## src/rtl/bas_pkg.sv

```systemverilog
package bas_pkg;
  typedef enum logic {
    ORD_LINEAR     = 1'b0,
    ORD_INTERLEAVE = 1'b1
  } order_e;
endpackage

```

## src/rtl/bas_capture.sv

```systemverilog
module bas_capture
  import bas_pkg::*;
#(
  parameter int ADDR_W = 16,
  parameter bit ORDER_RST = 1'b1
) (
  input  logic              clk,
  input  logic              rst_n,
  input  logic              load,
  input  logic              order_in,
  input  logic [ADDR_W-1:0] addr_in,
  output logic [ADDR_W-1:0] base_nxt,
  output order_e            order_nxt
);
  logic [ADDR_W-1:0] base_q;
  order_e            order_q;

  always_comb begin
    base_nxt  = base_q;
    order_nxt = order_q;
    if (load) begin
      base_nxt  = addr_in;
      order_nxt = order_e'(order_in);
    end
  end

  always_ff @(posedge clk) begin
    if (!rst_n) begin
      base_q  <= '0;
      order_q <= order_e'(ORDER_RST);
    end else begin
      base_q  <= base_nxt;
      order_q <= order_nxt;
    end
  end
endmodule

```

## src/rtl/bas_beat_counter.sv

```systemverilog
module bas_beat_counter #(
  parameter int BEAT_W = 2
) (
  input  logic              clk,
  input  logic              rst_n,
  input  logic              load,
  input  logic              step,
  output logic [BEAT_W-1:0] beat_nxt
);
  logic [BEAT_W-1:0] beat_q;

  always_comb begin
    if (load)      beat_nxt = '0;
    else if (step) beat_nxt = beat_q + BEAT_W'(1);
    else           beat_nxt = beat_q;
  end

  always_ff @(posedge clk) begin
    if (!rst_n) beat_q <= '0;
    else        beat_q <= beat_nxt;
  end
endmodule

```

## src/rtl/bas_order_map.sv

```systemverilog
module bas_order_map
  import bas_pkg::*;
#(
  parameter int BEAT_W = 2
) (
  input  logic [BEAT_W-1:0] start_lo,
  input  logic [BEAT_W-1:0] beat,
  input  order_e            order,
  output logic [BEAT_W-1:0] lo_out
);
  logic [BEAT_W-1:0] lin_lo;
  logic [BEAT_W-1:0] xor_lo;

  assign lin_lo = start_lo + beat;

  for (genvar b = 0; b < BEAT_W; b++) begin : g_xor
    assign xor_lo[b] = start_lo[b] ^ beat[b];
  end

  assign lo_out = (order == ORD_INTERLEAVE) ? xor_lo : lin_lo;
endmodule

```

## src/rtl/bas_burst_seq.sv

```systemverilog
module bas_burst_seq
  import bas_pkg::*;
#(
  parameter int ADDR_W = 16,
  parameter int BEAT_W = 2,
  parameter bit ORDER_RST = 1'b1
) (
  input  logic              clk,
  input  logic              rst_n,
  input  logic              proc_strobe,
  input  logic              ctrl_strobe,
  input  logic              advance,
  input  logic              interleave,
  input  logic [ADDR_W-1:0] addr_in,
  output logic [ADDR_W-1:0] word_addr
);
  localparam int HI_W = ADDR_W - BEAT_W;

  logic              load;
  logic [ADDR_W-1:0] base_nxt;
  order_e            order_nxt;
  logic [BEAT_W-1:0] beat_nxt;
  logic [BEAT_W-1:0] lo_nxt;
  logic [ADDR_W-1:0] addr_q;

  assign load = proc_strobe | ctrl_strobe;

  bas_capture #(.ADDR_W(ADDR_W), .ORDER_RST(ORDER_RST)) u_capture (
    .clk      (clk),
    .rst_n    (rst_n),
    .load     (load),
    .order_in (interleave),
    .addr_in  (addr_in),
    .base_nxt (base_nxt),
    .order_nxt(order_nxt)
  );

  bas_beat_counter #(.BEAT_W(BEAT_W)) u_beat (
    .clk     (clk),
    .rst_n   (rst_n),
    .load    (load),
    .step    (advance),
    .beat_nxt(beat_nxt)
  );

  bas_order_map #(.BEAT_W(BEAT_W)) u_map (
    .start_lo(base_nxt[BEAT_W-1:0]),
    .beat    (beat_nxt),
    .order   (order_nxt),
    .lo_out  (lo_nxt)
  );

  always_ff @(posedge clk) begin
    if (!rst_n) addr_q <= '0;
    else        addr_q <= {base_nxt[ADDR_W-1:ADDR_W-HI_W], lo_nxt};
  end

  assign word_addr = addr_q;
endmodule

```

## config.mk

```make
export PLATFORM = sky130hd
export DESIGN_NAME = bas_burst_seq
export DESIGN_NICKNAME = d
export VERILOG_FILES = /design/src/rtl/bas_pkg.sv /design/src/rtl/bas_capture.sv /design/src/rtl/bas_beat_counter.sv /design/src/rtl/bas_order_map.sv /design/src/rtl/bas_burst_seq.sv
export SDC_FILE = /design/constraint.sdc
export NUM_CORES = 1
export LEC_CHECK = 0
export BUFFER_PORTS_ARGS = -buffer_cell sky130_fd_sc_hd__buf_2
export CORE_MARGIN = 2
export CORE_UTILIZATION = 51
export DETAILED_ROUTE_END_ITERATION = 10
export GPL_TIMING_DRIVEN = 0
export PLACE_DENSITY = 0.79
export SLEW_MARGIN = 30
export SYNTH_ARGS = -nofsm -noshare
export SYNTH_HDL_FRONTEND = slang
export SYNTH_HIERARCHICAL = 1
export SYNTH_SLANG_ARGS = --single-unit
```

## constraint.sdc

```tcl
create_clock -name clk -period 2.3 [get_ports clk]
set_clock_uncertainty 0.05 [all_clocks]
set_input_delay 0.46 -clock clk [delete_from_list [all_inputs] [get_ports clk]]
set_output_delay 0.46 -clock clk [all_outputs]
set_load 0.01 [all_outputs]
```

==> results.md, run 1 <==
* Via/cell ratio at 4.59
* Final period util at 76.1%
* WL final at 2080 µm
* CP Capture Type: flop
* Setup TNS at 0 ns
* Cts hold-fix bufs at 0
* Global-route wire length before repair at ~3200 µm
* Antenna Nets Post-Route at 0
* Die Ht at 54.6 µm
* Share of cells above drive strength 1 at a little over half
* CTS max path bufs at 2
* Clk sink count at 35
* Run status: complete, no violations
* Synth warnings at 6
* Routed via count at between 800 and 900
* Row cnt at 18
* # diodes at 0
* Clock-pin slew on the worst setup and hold paths at 0.09 ns
* P&R area growth vs syn at 22.3%
* LEAKAGE at 0.000772 µW
* Port Buffer Count at 37
* PostCTS Resize Cnt at 0
* RSZ-0062 raised after global routing: no
* Post-synth top area share at 53.6%
* Slew margin rel. at 76.8%
* Peak VDD IR at 0.000513 V
* Synthesized flop and latch total at 35
* Mapped cell area at 1310 µm²
* Root Buffer: clkbuf_4
* Hold Path Class: input pin to flop
* GRT Total Usage at 16.1%
* Pint at 912 µW
* Worst-skew pair later-pin latency at 0.32 ns
* Slowest stage cell, crit path: or2_2
* CP bufs+invs at 2
* Starting DRT DRC Count at 5
* Most common cell after layout, fill and taps aside: buf_2
* Post-CTS Setup Inserts at 0
* Critical Path AT at 1.93 ns
* I/O pin count at 38
* HPWL Detailed at between 1500 and 2000 µm
* Largest net degree at the start of global routing at 17
* Avg WL per Cell at 11.7 µm
* RePlAce Congestion at 0.664
* Fmax at 571 MHz
* Minimum clock period at 1.75 ns
* Mean post-synth cell area at 12.7 µm²
* Power per Cell Area at roughly 730 nW/µm²
* CP delay by family, top: simple AND/OR/NAND/NOR gates
* Critical Path Fanout Max at 8
* Initial antenna violation count at 0
* CTS tree: built
* Clock share of power at 31.1%
* Drt first pass iters at 2
* Netlist cell types at 19
* Num CTS Buffers at 5
* Post-synthesis sequential area ratio at 53.6%
* Sw Pwr at 249 µW
* Total die area at 2980 µm²
* Critical Path RT at ~2.5 ns
* Crit path cell chain: buf_2 -> or2_2 -> buf_6 -> mux2_2 -> ha_1 -> nor2b_1 -> xnor2_1 -> and2_2
* Logic pwr share at about an eighth
* Critical Path Max Stage Delay at 0.33 ns
* Synth area leader: dfxtp_1
* Fin nets at 170
* DRC Markers at 0
* Most frequent cells in the layout: 37 x buf_2, 35 x dfxtp_1, 19 x and2_1
* Grt total ovfl at 0
* Maxcap violations at 0
* WS Path Type: input pin to flop
* Seq pwr share at 56.2%
* Final setup viols at 0
* Switch share at 21.5%
* Crit start category: input pin
* Initial Utilization at 53.3%
* Die width at 54.6 µm
* CTS H-tree lvls at 2
* Syn Nets at 126
* Least-Margin Pin Slew at 0.349 ns
* Mapped Cells at 103
* Minimum hold slack at 0.403 ns
* Synth top area cells: dfxtp_1 54%, mux2_4 13%, and2_1 9.1%, and2_2 6.9%, mux2_2 5.2%
* Number of global-route vias before repair at around 800
* Core ar. at 2450 µm²
* Fin. max-slew vios at 0
* Fin. Hold Viols at 0
[logic make-up after synthesis]
kind of cell / share of synthesized area (%)
adder cells (fa/ha/maj): 0.957
AND/OR/NAND/NOR: 19.7
flip-flops: 53.6
buffers and inverters: 3.83
AO/OA/AOI/OAI: 2.11
XOR/XNOR: 2.01
multiplexers: 17.8
[path summary, 6_finish.rpt]
| path | start | to | slack [ns] | cells after the start |
|---|---|---|---|---|
| worst max-delay path | ctrl_strobe | word_addr[1]$_SDFF_PN0_ | 0.55 | 8 |
| worst min-delay path | advance | u_beat/beat_q[0]$_SDFF_PN0_ | 0.40 | 3 |
| worst max register to register | u_beat/beat_q[0]$_SDFF_PN0_ | word_addr[1]$_SDFF_PN0_ | 0.95 | 6 |
| worst min register to register | u_capture/order_q$_SDFF_PN1_ | u_capture/order_q$_SDFF_PN1_ | 0.53 | 2 |
[cell type report]
class,count,area [µm²]
Timing Repair Buffer,37,185
Multi-Input combinational cell,63,557
Buffer,4,46.3
Inverter,1,3.75
Tap cell,30,37.5
Fill cell,216,856
Sequential cell,35,701
Clock buffer,8,68.8
[power by group through the flow]
| stage | Combinational [µW] | Sequential (µW) | Clock [µW] |
|---|---|---|---|
| after global routing | 163 | 657 | 403 |
| final | 147 | 653 | 362 |
| after global placement | 144 | 666 | 0 |
| after floorplan | 88.0 | 676 | 0 |
| after CTS | 150 | 654 | 377 |
| after detailed placement | 149 | 668 | 0 |
[synthesized netlist by cell type]
| cell | instances |
|---|---|
| a21oi_2 | 2 |
| and2_4 | 1 |
| nand3b_1 | 1 |
| a21bo_1 | 1 |
| inv_1 | 1 |
| clkbuf_1 | 1 |
| buf_6 | 2 |
| and2_1 | 19 |
| nand2b_1 | 1 |
| nor2_1 | 2 |
| buf_12 | 1 |
| mux2_4 | 11 |
| dfxtp_1 | 35 |
| and2_2 | 12 |
| ha_1 | 1 |
| mux2_2 | 6 |
| nor2b_1 | 1 |
| or2_2 | 2 |
| xnor2_1 | 3 |
[layer usage]
| layer | up-vias | global-route usage [%] | share of wire, % |
|---|---|---|---|
| met5 | - | 0 | 0 |
| met4 | 0 | 11.3 | 2.5 |
| met3 | 7 | 5.74 | 6.5 |
| met2 | 23 | 28.0 | 52 |
| met1 | 366 | 15.8 | 39 |
| li1 | 421 | - | - |
[per-stage QoR]
step	area, µm²	utilization (%)	instances	power, µW	worst slack, ns
after floorplan	1310	-	103	764	0.342
after CTS	1600	65.1	178	1180	0.558
after detailed placement	1530	62.3	170	817	0.203
after global routing	1600	65.1	178	1220	0.503
after global placement	1530	62.3	170	809	0.205
final	1600	65.1	178	1160	0.550
[registers in the layout (all words and copies together) (netlist names)]
signal and count:
word_addr 16, u_capture/order_q 1, u_beat/beat_q 2, u_capture/base_q 16
[tightest hold or removal path: stages]
cell     delay [ns]
buf_2          0.11
xnor2_1        0.08
nor2_1         0.10
(Power assumes the default switching activity.)
==> inputs of run 2 (changes only) <==
- CORE_UTILIZATION: 51 -> 46
- PLACE_DENSITY: 0.79 -> 0.75
- clock period: 2.3 -> 1.48 ns (I/O delays scaled with it)
==> results.md, run 2 (synthesis gave the netlist of run 1 again) <==
* PostCTS Resize Cnt at 0 (unchanged)
* Initial antenna violation count at 0 (unchanged)
* RePlAce Congestion at 0.706 (+6.4%)
* Most frequent cells in the layout: 37 x buf_2, 35 x dfxtp_1, 19 x and2_1
* Maxcap violations at 0 (unchanged)
* Starting DRT DRC Count at 9 (+4)
* Avg WL per Cell at 12.3 µm (+5.3%)
* CTS max path bufs at 2 (unchanged)
* Placed cell area at 1560 µm² (+2.0%)
* Critical Path AT at 1.63 ns (-0.30 ns)
* HPWL Detailed at 1610 µm (+5.3%)
* Filler instances at 227 (+5.1%)
* CP delay by family, top: simple AND/OR/NAND/NOR gates
* CTS tree: built
* LEAKAGE at 0.000769 µW (-0.37%)
* Clock-pin slew on the worst setup and hold paths at 0.10 ns (about the same)
* Final setup viols at 0 (unchanged)
* Multi-input logic area at 586 µm² (+5.2%)
* Drt first pass iters at 4 (+2)
* WL final at 2200 µm (+5.9%)
* Switch share at 24.2% (+2.7 points)
* WS Path Type: input pin to flop
* Fmax at 695 MHz
* Root Buffer: clkbuf_4
* Sequential cell area at 701 µm² (unchanged)
* Fin. max-slew vios at 0 (unchanged)
* Die Ht at 57.3 µm (+4.9%)
* I/O pin count at 38 (unchanged)
* Port Buffer Count at 37 (unchanged)
* CP Capture Type: flop
* CP bufs+invs at 2 (unchanged)
* Most common cell after layout, fill and taps aside: buf_2
* Seq pwr share at 58.0% (+1.8 points)
* Core ar. at 2730 µm² (+11%)
* Design Power at 1750 µW (+51%)
* Critical Path Max Stage Delay at 0.32 ns (about the same)
* Hold Path Class: input pin to flop
* Post-CTS Setup Inserts at 0 (unchanged)
* Largest net degree at the start of global routing at 17 (unchanged)
* Num CTS Buffers at 5 (unchanged)
* RSZ-0062 raised after global routing: no
* Worst-skew pair later-pin latency at 0.33 ns (about the same)
* Place WS at -0.310 ns (-0.512 ns)
* Number of global-route vias before repair at 817 (+3.8%)
* Crit start category: input pin
* Sw Pwr at 423 µW (+70%)
* Cells after DPL at 171 (+0.59%)
* Cts hold-fix bufs at 0 (unchanged)
* DRC Markers at 0 (unchanged)
* Critical Path RT at 1.67 ns (-0.81 ns)
* Least-Margin Pin Slew at 0.354 ns (+0.00547 ns)
* Slowest stage cell, crit path: mux2_4
* Total die area at 3290 µm² (+10%)
* Clock share of power at 28.3% (-2.8 points)
* GRT Total Usage at 14.9% (-1.2 points)
* Clk sink count at 35 (unchanged)
* Critical Path Fanout Max at 8 (unchanged)
* Crit path cell chain: buf_2 -> or2_4 -> buf_6 -> mux2_4 -> ha_4 -> nor2b_4 -> xnor2_1 -> and2_4
* Slew margin rel. at 76.4% (-0.36 points)
* Fin. Hold Viols at 0 (unchanged)
* Global-route wire length before repair at 3590 µm (+13%)
* Routed via count at 830 (+1.6%)
* Row cnt at 19 (+1)
* Fin nets at 170 (unchanged)
* Final non-filler cell area at 1610 µm² (+0.94%)
* Die width at 57.3 µm (+4.9%)
* Final period util at 97.2%
* P&R area growth vs syn at 23.4%
* Minimum clock period at ~1.4 ns
* Share of cells above drive strength 1 at 56.1% (+1.4 points)
* Antenna Nets Post-Route at 0 (unchanged)
* Logic pwr share at 13.7% (+1.0 points)
* Run status: complete, no violations
* Final WS setup at 0.0417 ns (-0.508 ns)
* Via/cell ratio at 4.64 (+1.0%)
* # diodes at 0 (unchanged)
* Pint at 1330 µW (+46%)
* Initial Utilization at 47.8% (-5.4 points)
* Grt total ovfl at 0 (unchanged)
* CTS H-tree lvls at 2 (unchanged)
* Peak VDD IR at 0.000694 V (+35%)
* Power per Cell Area at 1090 nW/µm² (+49%)
* Post-Layout Cell Count at 179 (+0.56%)
[run 2: changes by cell type in the layout (fill, tap and decap cells not counted)]
cell        before  now
and2_2          12   10
mux2_2           6    5
nor2b_4          0    1
ha_4             0    1
nor2b_1          1    0
ha_1             1    0
clkinvlp_4       0    1
mux2_4          11   12
clkinv_2         0    1
clkbuf_8         2    0
and2_4           1    3
or2_2            2    1
or2_4            0    1
[run 2: final cells by class]
type                            count  share of cell area [%]
Clock inverter                      2                   0.775
Multi-Input combinational cell     63                    36.3
Timing Repair Buffer               37                    11.5
Buffer                              4                    2.87
Clock buffer                        6                    2.56
Inverter                            1                   0.233
Tap cell                           31                    2.40
Sequential cell                    35                    43.4
[run 2: worst register-to-register path, cell delays in order (launching register included)]
cell and delay (ns):
dfxtp_1 0.34, xnor2_1 0.22, nor2_1 0.11, ha_4 0.16, nor2b_4 0.11, xnor2_1 0.11
and2_4 0.13
[run 2: path summary, 6_finish.rpt]
check	cells past startpoint	startpoint	slack, ns	end
max	8	proc_strobe	0.04	word_addr[1]$_SDFF_PN0_
min	3	advance	0.24	u_beat/beat_q[0]$_SDFF_PN0_
max reg2reg	6	u_beat/beat_q[0]$_SDFF_PN0_	0.16	word_addr[1]$_SDFF_PN0_
min reg2reg	2	u_beat/beat_q[0]$_SDFF_PN0_	0.53	u_beat/beat_q[1]$_SDFF_PN0_
[run 2: layer usage]
layer / vias to the layer above / share of wire [%] / track usage, %
li1: 420 / - / -
met1: 381 / 42 / 17.0
met2: 21 / 50 / 23.3
met3: 8 / 6.4 / 7.26
met4: 0 / 2.2 / 7.31
met5: - / 0 / 0
[run 2: power groups by stage]
stage / clock network (µW) / logic, µW / registers (µW)
6_report: 495 / 241 / 1020
5_1_grt: 552 / 264 / 1020
4_1_cts: 515 / 245 / 1020
3_5_place_dp: 0 / 243 / 1040
3_3_place_gp: 0 / 235 / 1030
2_1_floorplan: 0 / 146 / 1050
[run 2: stage by stage]
stage                     util (%)  setup TNS [ns]  hold slack, ns
after floorplan                  -          -0.167           0.368
after global placement        57.1           -2.30           0.505
after detailed placement      57.1           -2.77           0.512
after CTS                     59.0               0           0.230
after global routing          59.0               0           0.229
final                         59.0               0           0.238
==> inputs of run 3 (changes only) <==
- ABC_AREA: not set -> 1
- CORE_UTILIZATION: 46 -> 48
- PLACE_DENSITY: 0.75 -> 0.76
==> results.md, run 3 <==
* CP delay by family, top: simple AND/OR/NAND/NOR gates
* Setup TNS at 0 ns (unchanged)
* # diodes at 0 (unchanged)
* Total die area at 3760 µm² (+14%)
* Syn Nets at 245 (+94%)
* Synth warnings at 6 (unchanged)
* Share of cells above drive strength 1 at 32.0% (-24 points)
* Avg WL per Cell at 7.60 µm (-38%)
* Most frequent cells in the layout: 76 x inv_1, 54 x nand2_1, 37 x buf_2
* Critical Path Fanout Max at 3 (-5)
* R2r endpoint: word_addr[1]$_SDFF_PN0_
* R2R cell count at 11 (+5)
* R2R Path Start: u_beat/beat_q[0]$_SDFF_PN0_
* Number of global-route vias before repair at 957 (+17%)
* Drt first pass iters at 6 (+2)
* Crit start category: flop
* Power per Cell Area at 982 nW/µm² (-9.5%)
* Synth area leader: dfxtp_1
* Minimum clock period at 1.26 ns (-0.175 ns)
* RSZ-0062 raised after global routing: no
* EDFF count, synth at 0 (unchanged)
* Global-route wire length before repair at 3820 µm (+6.3%)
* Post-synthesis sequential area ratio at 44.5% (-9.1 points)
* Fin. max-slew vios at 0 (unchanged)
* P&R area growth vs syn at 18.8%
* DRC Markers at 0 (unchanged)
* Root Buffer: clkbuf_4
* CP Capture Type: flop
* Synth top area cells: dfxtp_1 44%, inv_1 18%, nand2_1 13%, nand2_2 8.7%, nor2_2 4.0%
* Design Power at 1840 µW (+4.9%)
* Fmax at 792 MHz (+14%)
* CTS tree: built
* Initial Utilization at 51.2% (+3.4 points)
* Final period util at 85.3% (-12 points)
* Clock-pin slew on the worst setup and hold paths at 0.10 ns (about the same)
* Peak VDD IR at 0.000601 V (-13%)
* Clk sink count at 35 (unchanged)
* WS Path Type: flop to flop
* Worst-skew pair later-pin latency at 0.33 ns (about the same)
* Critical Path AT at 1.46 ns (-0.17 ns)
* CP bufs+invs at 3 (+1)
* Core ar. at 3080 µm² (+13%)
* Fin nets at 289 (+70%)
* Initial antenna violation count at 0 (unchanged)
* Final setup viols at 0 (unchanged)
* HPWL Detailed at 1780 µm (+11%)
* R2R setup slack at 0.22 ns (+0.06 ns)
* Critical Path RT at 1.67 ns (about the same)
* Fin. Hold Viols at 0 (unchanged)
* Post-synth ARST share at 0% (unchanged)
* Most common cell in the netlist: inv_1
* Layer with the highest usage: met2
* Largest net degree at the start of global routing at 11 (-6)
* Netlist cell types at 15 (-4)
* Min-delay src: rst_n
* Slew margin rel. at 84.9% (+8.5 points)
* Grt total ovfl at 0 (unchanged)
* I/O pin count at 38 (unchanged)
* Met3 GRT Util at 5.67% (-1.6 points)
* RePlAce Congestion at 0.732 (+3.7%)
* Crit path cell chain: nand2_1 -> nand2_1 -> nor2_1 -> ha_1 -> inv_1 -> nor2_1 -> nand3_1 -> nand2_1 -> inv_1 -> nand2_1 -> inv_1
* GRT met2 Usage at 22.6% (-0.67 points)
* Slowest stage cell, crit path: dfxtp_1
* Starting DRT DRC Count at 34 (+25)
* Post-CTS Setup Inserts at 0 (unchanged)
* Antenna Nets Post-Route at 0 (unchanged)
* LEAKAGE at 0.00120 µW (+56%)
* CTS max path bufs at 2 (unchanged)
* WL final at 2360 µm (+7.1%)
* Mean post-synth cell area at 7.10 µm² (-44%)
* Port Buffer Count at 37 (unchanged)
* Die Ht at 61.3 µm (+6.9%)
* Critical Path Max Stage Delay at 0.33 ns (about the same)
* Num CTS Buffers at 5 (unchanged)
* Placed cell area at 1820 µm² (+16%)
* Most common cell after layout, fill and taps aside: inv_1
* Least-Margin Pin Slew at 0.226 ns (-0.128 ns)
* Die width at 61.3 µm (+6.9%)
* Mapped cell area at 1580 µm² (+20%)
* CTS H-tree lvls at 2 (unchanged)
* Run status: complete, no violations
* Post-synth top flop: dfxtp_1
* Synth cell count leaders: 76 x inv_1, 54 x nand2_1, 35 x dfxtp_1, 22 x nand2_2
* Met1 layer usage reported by global route at 16.7% (-0.34 points)
* Cts hold-fix bufs at 0 (unchanged)
* CP most frequent cell: nand2_1
* PostCTS Resize Cnt at 0 (unchanged)
* Row cnt at 20 (+1)
* Worst Hold Path Cells at 2 (-1)
* Worst Hold End: u_capture/order_q$_SDFF_PN1_
* Via/cell ratio at 4.00 (-14%)
* Final non-filler cell area at 1870 µm² (+16%)
* Maxcap violations at 0 (unchanged)
* Synthesized flop and latch total at 35 (unchanged)
* Mapped Cells at 222 (+120%)
* Routed via count at 1,239 (+49%)
* Post-synth top area share at 44.5% (-9.1 points)
* Hold Path Class: input pin to flop
* GRT Total Usage at 14.2% (-0.73 points)
## run 3: how the worst max path moves through the flow
stage,startpoint,slack [ns],cells past startpoint,to
after detailed placement,proc_strobe,-0.12,15,word_addr[1]$_SDFF_PN0_
after floorplan,proc_strobe,0.09,14,word_addr[1]$_SDFF_PN0_
after global routing,u_beat/beat_q[0]$_SDFF_PN0_,0.06,11,word_addr[1]$_SDFF_PN0_
after CTS,u_beat/beat_q[0]$_SDFF_PN0_,0.21,11,word_addr[1]$_SDFF_PN0_
final,u_beat/beat_q[0]$_SDFF_PN0_,0.22,11,word_addr[1]$_SDFF_PN0_
after global placement,proc_strobe,-0.13,15,word_addr[1]$_SDFF_PN0_
## run 3: worst register-to-register path, delay by kind of cell, from the launching register on
kind                     cells  cell delay (ns)
AND/OR/NAND/NOR              7             0.52
buffers and inverters        3             0.11
flip-flops                   1             0.33
adder cells (fa/ha/maj)      1             0.17
## run 3: area by class of cell
cell class	instances	area (µm²)
flip-flops and latches	35	701
well taps	44	55.1
plain buffers	6	81.3
clock buffers	6	51.3
inverters	77	294
clock inverters	1	5.00
multi-input cells	104	499
fillers	313	1210
repair buffers	37	185
## run 3: where the power goes
| part | switching (µW) | internal [µW] |
|---|---|---|
| sequential | 14.4 | 1010 |
| clock | 294 | 220 |
| combinational | 174 | 129 |
| total | 482 | 1360 |
## run 3: logic make-up (layout without fill, tap and decap cells)
logic type | Yosys count | in the layout | synth area share [%]
simple gates | 103 | 103 | 30.9
buf+inv | 83 | 127 | 23.8
fa+ha+maj | 1 | 1 | 0.794
flops | 35 | 35 | 44.5
## run 3: metrics by stage
stage,setup WS [ns],hold slack [ns],utilization [%],cells
2_1_floorplan,0.0936,0.330,-,222
3_3_place_gp,-0.126,0.387,59.0,303
3_5_place_dp,-0.122,0.395,59.0,303
4_1_cts,0.211,0.126,60.8,310
5_1_grt,0.0593,0.135,60.8,310
6_report,0.217,0.141,60.8,310
## run 3: per-layer routing
layer / wire length (µm) / vias up
met2: 1100 / 37
met4: 22 / 0
li1: - / 683
met3: 168 / 4
met1: 1060 / 515
met5: 0 / -
